===== src/rtl/alu_flags_pkg.sv =====
package alu_flags_pkg;
  typedef enum logic [3:0] {
    OP_ADD = 4'd0, OP_ADC = 4'd1, OP_SUB = 4'd2, OP_SBC = 4'd3,
    OP_AND = 4'd4, OP_BIC = 4'd5, OP_ORR = 4'd6, OP_ORN = 4'd7,
    OP_EOR = 4'd8, OP_EON = 4'd9
  } alu_op_e;

  typedef enum logic [1:0] {LK_AND = 2'd0, LK_OR = 2'd1, LK_XOR = 2'd2} logic_kind_e;

  typedef enum logic [1:0] {CL_NONE = 2'd0, CL_ADD = 2'd1, CL_SUB = 2'd2, CL_LOGIC = 2'd3} op_class_e;

  typedef struct packed {
    logic n;
    logic z;
    logic c;
    logic v;
  } nzcv_t;
endpackage


===== src/rtl/alu_operand_prep.sv =====
module alu_operand_prep
  import alu_flags_pkg::*;
#(
  parameter int XLEN = 64
) (
  input  logic [XLEN-1:0] b_i,
  input  logic [3:0]      op_i,
  input  logic            carry_i,
  output logic [XLEN-1:0] b_eff_o,
  output logic            cin_o,
  output op_class_e       cls_o,
  output logic_kind_e     kind_o
);
  logic invert;

  always_comb begin
    invert = 1'b0;
    cin_o  = 1'b0;
    cls_o  = CL_NONE;
    kind_o = LK_AND;
    unique case (op_i)
      OP_ADD: cls_o = CL_ADD;
      OP_ADC: begin cls_o = CL_ADD; cin_o = carry_i; end
      // subtract as a + ~b + 1; with carry, the carry itself is the +1
      OP_SUB: begin cls_o = CL_SUB; invert = 1'b1; cin_o = 1'b1; end
      OP_SBC: begin cls_o = CL_SUB; invert = 1'b1; cin_o = carry_i; end
      OP_AND: begin cls_o = CL_LOGIC; kind_o = LK_AND; end
      OP_BIC: begin cls_o = CL_LOGIC; kind_o = LK_AND; invert = 1'b1; end
      OP_ORR: begin cls_o = CL_LOGIC; kind_o = LK_OR; end
      OP_ORN: begin cls_o = CL_LOGIC; kind_o = LK_OR; invert = 1'b1; end
      OP_EOR: begin cls_o = CL_LOGIC; kind_o = LK_XOR; end
      OP_EON: begin cls_o = CL_LOGIC; kind_o = LK_XOR; invert = 1'b1; end
      default: ;
    endcase
    b_eff_o = invert ? ~b_i : b_i;
  end
endmodule


===== src/rtl/alu_adder.sv =====
module alu_adder #(
  parameter int XLEN = 64
) (
  input  logic [XLEN-1:0] a_i,
  input  logic [XLEN-1:0] b_i,
  input  logic            cin_i,
  input  logic            wide_i,
  output logic [XLEN-1:0] sum_o,
  output logic            cout_o,
  output logic            ovf_o
);
  localparam int HALF = XLEN / 2;

  logic [XLEN:0] full_sum;
  logic [HALF:0] half_sum;
  logic          sa, sb, sr;

  always_comb begin
    full_sum = {1'b0, a_i} + {1'b0, b_i} + {{XLEN{1'b0}}, cin_i};
    half_sum = {1'b0, a_i[HALF-1:0]} + {1'b0, b_i[HALF-1:0]} + {{HALF{1'b0}}, cin_i};
    if (wide_i) begin
      sum_o  = full_sum[XLEN-1:0];
      cout_o = full_sum[XLEN];
      sa     = a_i[XLEN-1];
      sb     = b_i[XLEN-1];
      sr     = full_sum[XLEN-1];
    end else begin
      sum_o  = {{(XLEN-HALF){1'b0}}, half_sum[HALF-1:0]};
      cout_o = half_sum[HALF];
      sa     = a_i[HALF-1];
      sb     = b_i[HALF-1];
      sr     = half_sum[HALF-1];
    end
    // b is already complemented for subtract, so one rule covers both
    ovf_o = (sa == sb) && (sr != sa);
  end
endmodule


===== src/rtl/alu_logic_unit.sv =====
module alu_logic_unit
  import alu_flags_pkg::*;
#(
  parameter int XLEN = 64
) (
  input  logic [XLEN-1:0] a_i,
  input  logic [XLEN-1:0] b_i,
  input  logic_kind_e     kind_i,
  output logic [XLEN-1:0] y_o
);
  always_comb begin
    unique case (kind_i)
      LK_AND:  y_o = a_i & b_i;
      LK_OR:   y_o = a_i | b_i;
      LK_XOR:  y_o = a_i ^ b_i;
      default: y_o = '0;
    endcase
  end
endmodule


===== src/rtl/alu_flag_gen.sv =====
module alu_flag_gen
  import alu_flags_pkg::*;
#(
  parameter int XLEN = 64
) (
  input  logic [XLEN-1:0] result_i,
  input  logic            wide_i,
  input  logic            cout_i,
  input  logic            ovf_i,
  input  op_class_e       cls_i,
  input  logic            set_i,
  input  nzcv_t           cur_i,
  output nzcv_t           nxt_o
);
  localparam int HALF = XLEN / 2;

  logic n_bit, z_bit;

  always_comb begin
    n_bit = wide_i ? result_i[XLEN-1] : result_i[HALF-1];
    z_bit = wide_i ? (result_i == '0) : (result_i[HALF-1:0] == '0);
    nxt_o = cur_i;
    if (set_i) begin
      unique case (cls_i)
        CL_ADD, CL_SUB: nxt_o = '{n: n_bit, z: z_bit, c: cout_i, v: ovf_i};
        CL_LOGIC:       nxt_o = '{n: n_bit, z: z_bit, c: 1'b0, v: 1'b0};
        default:        nxt_o = cur_i;
      endcase
    end
  end

  always_comb begin
    // logic ops never report carry or overflow
    a_r8_logic_cv_clear: assert (!(set_i && cls_i == CL_LOGIC) || (!nxt_o.c && !nxt_o.v))
      else $error("logic op produced C or V");
  end
endmodule


===== src/rtl/alu_flags_core.sv =====
module alu_flags_core
  import alu_flags_pkg::*;
#(
  parameter int XLEN = 64
) (
  input  logic [XLEN-1:0] a_i,
  input  logic [XLEN-1:0] b_i,
  input  logic [3:0]      op_i,
  input  logic            wide_i,
  input  logic            set_flags_i,
  input  logic [3:0]      nzcv_i,
  output logic [XLEN-1:0] result_o,
  output logic [3:0]      nzcv_o
);
  localparam int HALF = XLEN / 2;

  logic [XLEN-1:0] b_eff, sum, logic_y;
  logic            cin, cout, ovf;
  op_class_e       cls;
  logic_kind_e     kind;
  nzcv_t           cur, nxt;

  assign cur = nzcv_t'(nzcv_i);

  alu_operand_prep #(.XLEN(XLEN)) u_prep (
    .b_i(b_i), .op_i(op_i), .carry_i(cur.c),
    .b_eff_o(b_eff), .cin_o(cin), .cls_o(cls), .kind_o(kind)
  );

  alu_adder #(.XLEN(XLEN)) u_add (
    .a_i(a_i), .b_i(b_eff), .cin_i(cin), .wide_i(wide_i),
    .sum_o(sum), .cout_o(cout), .ovf_o(ovf)
  );

  alu_logic_unit #(.XLEN(XLEN)) u_logic (
    .a_i(a_i), .b_i(b_eff), .kind_i(kind), .y_o(logic_y)
  );

  always_comb begin
    unique case (cls)
      CL_ADD, CL_SUB: result_o = sum;
      CL_LOGIC:       result_o = wide_i ? logic_y : {{(XLEN-HALF){1'b0}}, logic_y[HALF-1:0]};
      default:        result_o = '0;
    endcase
  end

  alu_flag_gen #(.XLEN(XLEN)) u_flags (
    .result_i(result_o), .wide_i(wide_i), .cout_i(cout), .ovf_i(ovf),
    .cls_i(cls), .set_i(set_flags_i), .cur_i(cur), .nxt_o(nxt)
  );

  assign nzcv_o = nxt;

  always_comb begin
    a_r4_upper_zero: assert (wide_i || result_o[XLEN-1:HALF] == '0)
      else $error("upper half nonzero in narrow mode");
    a_r9_flags_hold: assert (set_flags_i || nzcv_o == nzcv_i)
      else $error("flags changed without enable");
    a_r5_zero_flag: assert (!(set_flags_i && cls != CL_NONE) || nzcv_o[2] == (result_o == '0))
      else $error("Z disagrees with result");
    a_r6_add_carry: assert (!(set_flags_i && wide_i && op_i == OP_ADD) || nzcv_o[1] == (result_o < a_i))
      else $error("add carry disagrees with wraparound");
    a_r10_undef_zero: assert (op_i < 4'd10 || result_o == '0)
      else $error("undefined opcode gave nonzero result");
  end
endmodule


===== config.mk =====
export PLATFORM = sky130hd
export DESIGN_NAME = alu_flags_core
export DESIGN_NICKNAME = d
export VERILOG_FILES = /design/src/rtl/alu_flags_pkg.sv /design/src/rtl/alu_operand_prep.sv /design/src/rtl/alu_adder.sv /design/src/rtl/alu_logic_unit.sv /design/src/rtl/alu_flag_gen.sv /design/src/rtl/alu_flags_core.sv
export SDC_FILE = /design/constraint.sdc
export NUM_CORES = 1
export LEC_CHECK = 0
export ABC_AREA = 1
export CAP_MARGIN = 20
export CORE_ASPECT_RATIO = 0.9
export CORE_MARGIN = 2
export CORE_UTILIZATION = 34
export DETAILED_ROUTE_END_ITERATION = 8
export DONT_BUFFER_PORTS = 1
export PLACE_DENSITY = 0.45
export RECOVER_POWER = 100
export SLEW_MARGIN = 20
export SYNTH_ARGS = -nofsm -noshare
export SYNTH_HDL_FRONTEND = slang
export SYNTH_HIERARCHICAL = 1
export SYNTH_SLANG_ARGS = --single-unit

===== constraint.sdc =====
create_clock -name vclk -period 4.9
set_input_delay 0.735 -clock vclk [all_inputs]
set_output_delay 0.735 -clock vclk [all_outputs]
set_load 0.01 [all_outputs]

Word level (Yosys, flattened, before mapping) --
Cells that the tools add are included.
Storage, ports and cells: flip-flop bits (word level) 0, input port bits 138, output and inout port bits 68, word-level logic and storage cells 54
Cells by class: add/sub/neg operators 4, equal/unequal tests 16, mux-type cells 17, bitwise logic cells 4, reductions and logical operators 13
Operator list (count):
- 64-bit two-way mux | 3
- 64-bit one-hot mux with 3 select lines | 1
- 64-bit one-hot mux with 2 select lines | 1
- 64-bit by 64-bit adder with 65-bit output | 1
- 65-bit by 1-bit adder with 65-bit output | 1
- 64-bit bitwise AND | 1
- 64-bit zero test | 1
- 64-bit NOT | 1
- 64-bit bitwise OR | 1
- 64-bit bitwise XOR | 1
- 32-bit by 32-bit adder with 33-bit output | 1
- 33-bit by 1-bit adder with 33-bit output | 1
- 32-bit zero test | 1
- 4-bit by 3-bit == test with 1-bit output (second input constant) | 4
- 2-bit OR reduction | 6
- 4-bit by 2-bit == test with 1-bit output (second input constant) | 2
- 4-bit == test (second input constant) | 2
- 4-bit one-hot mux with 2 select lines | 1
- 1-bit two-way mux | 7
- 2-bit == test (second input constant) | 3
- 2-bit one-hot mux with 3 select lines | 1
- 6-bit OR reduction | 1
- 5-bit OR reduction | 1
- 2-bit by 1-bit == test with 1-bit output (second input constant) | 2
- other kinds (9) | 9

Depth between registers and ports, before layout --
word-level depth 12, gate-level depth with buffers 33, gate-level depth less buffers 31

Modules after synthesis --
Netlist, hierarchy kept.
By module, submodules not included:
- alu_adder | times used 1, cells each 1024, area each 5136.2 µm², seq. area each 0.0 µm²
- alu_logic_unit | times used 1, cells each 547, area each 3817.4 µm², seq. area each 0.0 µm²
- alu_operand_prep | times used 1, cells each 294, area each 1585.3 µm², seq. area each 0.0 µm²
- alu_flags_core | times used 1, cells each 220, area each 1084.8 µm², seq. area each 0.0 µm²
- alu_flag_gen | times used 1, cells each 82, area each 356.6 µm², seq. area each 0.0 µm²

Least setup slack after synthesis --
OpenSTA, ideal clock, no wires.
kind input to output, start point in op_i[1], end point out nzcv_o[2], data arrival time 3.747 ns, data required time 4.165 ns, setup slack 0.418 ns, stages on the path 30, path buffers 1, path through inv_2 nand3_1 nand2_2 buf_8 nand3_1 nand2_1 fa_1 inv_1 fa_1 nand3b_1 nand2_1 nand2_1 nand3_2 nand3_1 nand2_1 nand2_1 nand2_1 a21boi_0 nand2_1 nand2_1 nor2_1 nand2_1 a21oi_1 nor2_1 nand2_1 nor2_1 nand2_1 o21ai_2 nand2_1 nand2_1
On the way: cells in the longest elaborated chain, start to end 12, elaborated cells on any way between the ends 45, those cells by class 4 x add/sub; 14 x eq/ne; 12 x mux; 3 x bitwise; 12 x reduce/logical
RTL lines:
- from (decl) | RTL line alu_flags_core.sv:8 | input logic [3:0] op_i,
- 4-bit by 2-bit == test with 1-bit output (tied with other cells) | RTL line alu_operand_prep.sv:21 | unique case (op_i)
- 5-bit OR reduction (no source line) (*)
- 1-bit two-way mux (*) | RTL line alu_operand_prep.sv:21
- 64-bit two-way mux (*) | RTL line alu_operand_prep.sv:35 | b_eff_o = invert ? ~b_i : b_i;
- named net b_eff[0] | RTL line alu_flags_core.sv:17 | logic [XLEN-1:0] b_eff, sum, logic_y;
- 64-bit by 64-bit adder with 65-bit output (*) | RTL line alu_adder.sv:19 | full_sum = {1'b0, a_i} + {1'b0, b_i} + {{XLEN{1'b0}}, cin_i};
- 65-bit by 1-bit adder with 65-bit output (*) | RTL line alu_adder.sv:19
- 64-bit two-way mux (*) | RTL line alu_adder.sv:21 | if (wide_i) begin
- named net sum[40] | RTL line alu_flags_core.sv:17
- 64-bit one-hot mux with 2 select lines (*) | RTL line alu_flags_core.sv:40 | unique case (cls)
- named net result_o[40] | RTL line alu_flags_core.sv:12 | output logic [XLEN-1:0] result_o,
- 64-bit zero test (*) | RTL line alu_flag_gen.sv:21 | z_bit = wide_i ? (result_i == '0) : (result_i[HALF-1:0] == '0);
- 1-bit two-way mux (*) | RTL line alu_flag_gen.sv:21
- 4-bit one-hot mux with 2 select lines (*) | RTL line alu_flag_gen.sv:24 | unique case (cls_i)
- 4-bit two-way mux (*) | RTL line alu_flag_gen.sv:23 | if (set_i) begin
- to (decl) | RTL line alu_flags_core.sv:13 | output logic [3:0] nzcv_o
The timed path passes the listed nets; every way through them passes the cells marked *.

Worst setup path after layout --
start point in op_i[2], end point out nzcv_o[2]
On the way: cells in the longest elaborated chain, start to end 12, elaborated cells on any way between the ends 45, those cells by class 4 x add/sub; 14 x eq/ne; 12 x mux; 3 x bitwise; 12 x reduce/logical
RTL lines (RTL line):
- 4-bit by 2-bit == test with 1-bit output (tied with other cells) | alu_operand_prep.sv:21
- 5-bit OR reduction (no source line) (*)
- 1-bit two-way mux (*) | alu_operand_prep.sv:21
- 64-bit two-way mux (*) | alu_operand_prep.sv:35
- named net b_eff[29] | alu_flags_core.sv:17
- 64-bit by 64-bit adder with 65-bit output / 32-bit by 32-bit adder with 33-bit output (equally long branches) | alu_adder.sv:19, alu_adder.sv:20
- 65-bit by 1-bit adder with 65-bit output / 33-bit by 1-bit adder with 33-bit output (equally long branches) | alu_adder.sv:19, alu_adder.sv:20
- 64-bit two-way mux (*) | alu_adder.sv:21
- named net sum[30] | alu_flags_core.sv:17
- 64-bit one-hot mux with 2 select lines (*) | alu_flags_core.sv:40
- 64-bit zero test / 32-bit zero test (equally long branches) | alu_flag_gen.sv:21
- 1-bit two-way mux (*) | alu_flag_gen.sv:21
- 4-bit one-hot mux with 2 select lines (*) | alu_flag_gen.sv:24
- 4-bit two-way mux (*) | alu_flag_gen.sv:23
Marks and branches as above.

==> metrics.txt <==
# TYPE chip_impl_metric gauge
chip_impl_metric{name="post_synthesis_instance_area",unit="um2"} 12000
chip_impl_info{name="worst_hold_path_type",value="in2out"} 1
chip_impl_metric{name="ys_types",unit=""} 50
chip_impl_metric{name="route.final.wire_length",unit="um"} 54600
chip_impl_metric{name="drtPass1Iterations",unit=""} 5
chip_impl_metric{name="globalRouteOverflowTotal",unit=""} 0
chip_impl_metric{name="grt_max_degree",unit=""} 71
chip_impl_metric{name="post_drt_via_cell_ratio",unit=""} 5.05
chip_impl_metric{name="crit_required",unit="ns"} 4.16
chip_impl_metric{name="pwr-share-comb",unit="%"} 100.0
chip_impl_metric{name="stdcell_area",unit="um2"} 18000
chip_impl_metric{name="grt_antenna_before_repair",unit=""} 1
chip_impl_metric{name="io_buffers",unit=""} 0
chip_impl_metric{name="leakage_component_of_the_power",unit="nW"} 9.16
chip_impl_info{name="most_common_cell_in_the_synthesized_netlist",value="sky130_fd_sc_hd__nand2_1"} 1
chip_impl_metric{name="final_weighted_congestion_of_routability_driven_global_placement",unit=""} 0.966
chip_impl_info{name="crit_path_end_kind",value="output pin"} 1
chip_impl_info{name="cp_top_family",value="simple AND/OR/NAND/NOR gates"} 1
chip_impl_metric{name="dp.cells",unit=""} 2967
chip_impl_metric{name="layout.area.seq",unit="um2"} 0
chip_impl_metric{name="hold_viol_final",unit=""} 0
chip_impl_metric{name="avgRoutedWirePerCell",unit="um"} 17.9
chip_impl_metric{name="synth_top_area_share",unit="%"} 20.4
chip_impl_metric{name="report.final.setup_viol",unit=""} 1
chip_impl_metric{name="layout.clock_buffers",unit=""} 0
chip_impl_metric{name="worst_slack",unit="ns"} -0.119
chip_impl_metric{name="detail_route.iter0.violations",unit=""} 1003
chip_impl_metric{name="finalNonFillerCells",unit=""} 3042
chip_impl_metric{name="final_design_utilization",unit="%"} 51.6
chip_impl_metric{name="maxCapViolCount",unit=""} 1
chip_impl_metric{name="placedInstanceArea",unit="um2"} 15100
chip_impl_metric{name="design.portCount",unit=""} 206
chip_impl_metric{name="fmaxAchievable",unit="MHz"} 199
chip_impl_metric{name="die_y",unit="um"} 182
chip_impl_metric{name="synth_area_per_cell",unit="um2"} 5.53
chip_impl_metric{name="timing.critical_path.arrival",unit="ns"} 4.28
chip_impl_metric{name="grt_first_pass_wirelength",unit="um"} 83500
chip_impl_info{name="criticalPathCategory",value="in2out"} 1
chip_impl_metric{name="post_synthesis_sequential_area_ratio",unit="%"} 0
chip_impl_metric{name="power.internal",unit="mW"} 1.38
chip_impl_metric{name="sequential_cell_total",unit=""} 0
chip_impl_metric{name="netSwitchingPower",unit="mW"} 1.67
chip_impl_metric{name="antennaDiodeCount",unit=""} 0
chip_impl_info{name="startpoint_type",value="input port"} 1
chip_impl_info{name="post_synth_most_frequent_cells",value="sky130_fd_sc_hd__nand2_1, sky130_fd_sc_hd__inv_1, sky130_fd_sc_hd__nor2_1, sky130_fd_sc_hd__nand3_1, sky130_fd_sc_hd__ha_1"} 1
chip_impl_metric{name="placement_rows",unit=""} 65
chip_impl_metric{name="layout_worst_path_cycle_share",unit="%"} 102
chip_impl_metric{name="crit_buf_inv",unit=""} 6
chip_impl_metric{name="core_region_area",unit="um2"} 34900
chip_impl_metric{name="vias",unit=""} 15400
chip_impl_metric{name="maxSlewViolCount",unit=""} 18
chip_impl_info{name="yosysTopAreaCell",value="sky130_fd_sc_hd__ha_1"} 1
chip_impl_info{name="yosys-top-cells-area",value="sky130_fd_sc_hd__ha_1, sky130_fd_sc_hd__nand2_1, sky130_fd_sc_hd__inv_1, sky130_fd_sc_hd__nand3_1, sky130_fd_sc_hd__nor2_1"} 1
chip_impl_metric{name="nNetsFinal",unit=""} 2910
chip_impl_metric{name="first_global_vias",unit=""} 15100
chip_impl_metric{name="final_layout_size_suffix_gt1_share",unit="%"} 37.8
chip_impl_info{name="crit_path_top_delay_cell",value="sky130_fd_sc_hd__o21bai_2"} 1
chip_impl_metric{name="seqPwrFrac",unit="%"} 0
chip_impl_metric{name="p_per_area",unit="nW/um2"} 169
chip_impl_metric{name="slowest_delay",unit="ns"} 0.25
chip_impl_metric{name="clock_power_share",unit="%"} 0
chip_impl_metric{name="drtAntennaViolNets",unit=""} 0
chip_impl_metric{name="fin_crit_period",unit="ns"} 5.02
chip_impl_metric{name="floorplan.die.width",unit="um"} 202
chip_impl_info{name="violated_checks",value="max-capacitance violations, max-slew violations, negative setup slack"} 1
chip_impl_metric{name="synthesis.instances",unit=""} 2167
chip_impl_metric{name="synth_warnings",unit=""} 6
chip_impl_metric{name="grt.total_usage",unit="%"} 28.3
chip_impl_metric{name="syn_to_final_growth",unit="%"} 50.4
chip_impl_metric{name="tightest_slew",unit="ns"} 1.56
chip_impl_metric{name="worst_hold_slack",unit="ns"} 1.59
chip_impl_metric{name="timing.critical_path.fanout_max",unit=""} 7
chip_impl_info{name="run_status",value="complete, but fails checks"} 1
chip_impl_metric{name="die_area",unit="um2"} 36800
chip_impl_metric{name="initial_utilization",unit="%"} 34.3
chip_impl_info{name="unrepaired_setup_endpoints_after_global_routing",value="true"} 1
chip_impl_metric{name="dpl.hpwl",unit="um"} 41900
chip_impl_metric{name="timing.max_slew.rel_slack",unit="%"} -4.42
chip_impl_metric{name="detail_route.drc_violations",unit=""} 0
chip_impl_metric{name="layout.filler_cells",unit=""} 3639
chip_impl_metric{name="ir_drop",unit="uV"} 85.5
chip_impl_metric{name="totalPowerFinal",unit="mW"} 3.05
chip_impl_metric{name="postSynthNetCount",unit=""} 2502
chip_impl_metric{name="netSwitchingFraction",unit="%"} 54.8
## cells in the final DEF, fill, tap and decap left out, drive strengths merged, types with 4 or more instances in the layout
master / Yosys / final
nand2: 622 / 622
buf: 79 / 465
inv: 370 / 369
nand3: 272 / 272
nor2: 248 / 248
ha: 195 / 195
a21oi: 163 / 163
nand3b: 66 / 66
o21ai: 46 / 46
xor2: 26 / 26
clkbuf: 2 / 21
o21bai: 16 / 16
nor3: 15 / 15
a21o: 6 / 6
xnor2: 5 / 5
nand4: 4 / 4
and2: 4 / 4
a21boi: 4 / 4
## stage by stage
stage | setup slack [ns] | TNS [ns]
2_1_floorplan | 0.418 | 0
3_3_place_gp | -0.729 | -0.950
3_5_place_dp | -0.712 | -0.885
4_1_cts | -0.0570 | -0.0570
5_1_grt | -0.280 | -0.362
6_report | -0.119 | -0.119
## repair_timing
item,in CTS,in global routing
hold buffers,0,0
setup endpoints to repair,6,8
buffers inserted,49,22
cloned,5,1
endpoints found under the hold margin,0,0
resized for setup,383,176
pin swaps,124,104
## routing by layer
| metal | global-route usage, % | vias to the layer above | part of all wire, % |
|---|---|---|---|
| li1 | - | 7678 | - |
| met1 | 41.1 | 7249 | 49 |
| met3 | 3.21 | 38 | 6.2 |
| met2 | 45.6 | 411 | 44 |
| met5 | 0 | - | 0 |
| met4 | 3.74 | 0 | 1.2 |
## final timing paths
kind              cells past startpoint       from  slack [ns]        end
setup / recovery                     25    op_i[2]       -0.12  nzcv_o[2]
hold / removal                        2  nzcv_i[0]        1.59  nzcv_o[0]
## cells by family after synthesis
kind of cell / Yosys count / synth area share [%]
simple gates: 1240 / 47.5
buf+inv: 451 / 17.8
compound gates: 245 / 11.4
fa+ha+maj: 197 / 20.7
xor+xnor: 31 / 2.33
mux: 3 / 0.251
## cell type report
cell class,count,area (um2),share of cell area [%]
inverter,370,1410,7.80
timing repair buffer,487,3990,22.1
multi-input combinational,1716,12000,66.8
tap,469,587,3.26
## power by group through the flow
stage | logic, mW | clock network (mW) | registers, mW
finish | 3.05 | 0 | 0
global route | 3.30 | 0 | 0
global placement | 2.40 | 0 | 0
floorplan | 1.36 | 0 | 0
CTS | 2.86 | 0 | 0
detailed placement | 2.42 | 0 | 0
No activity file was read; power rests on OpenSTA's default activity.
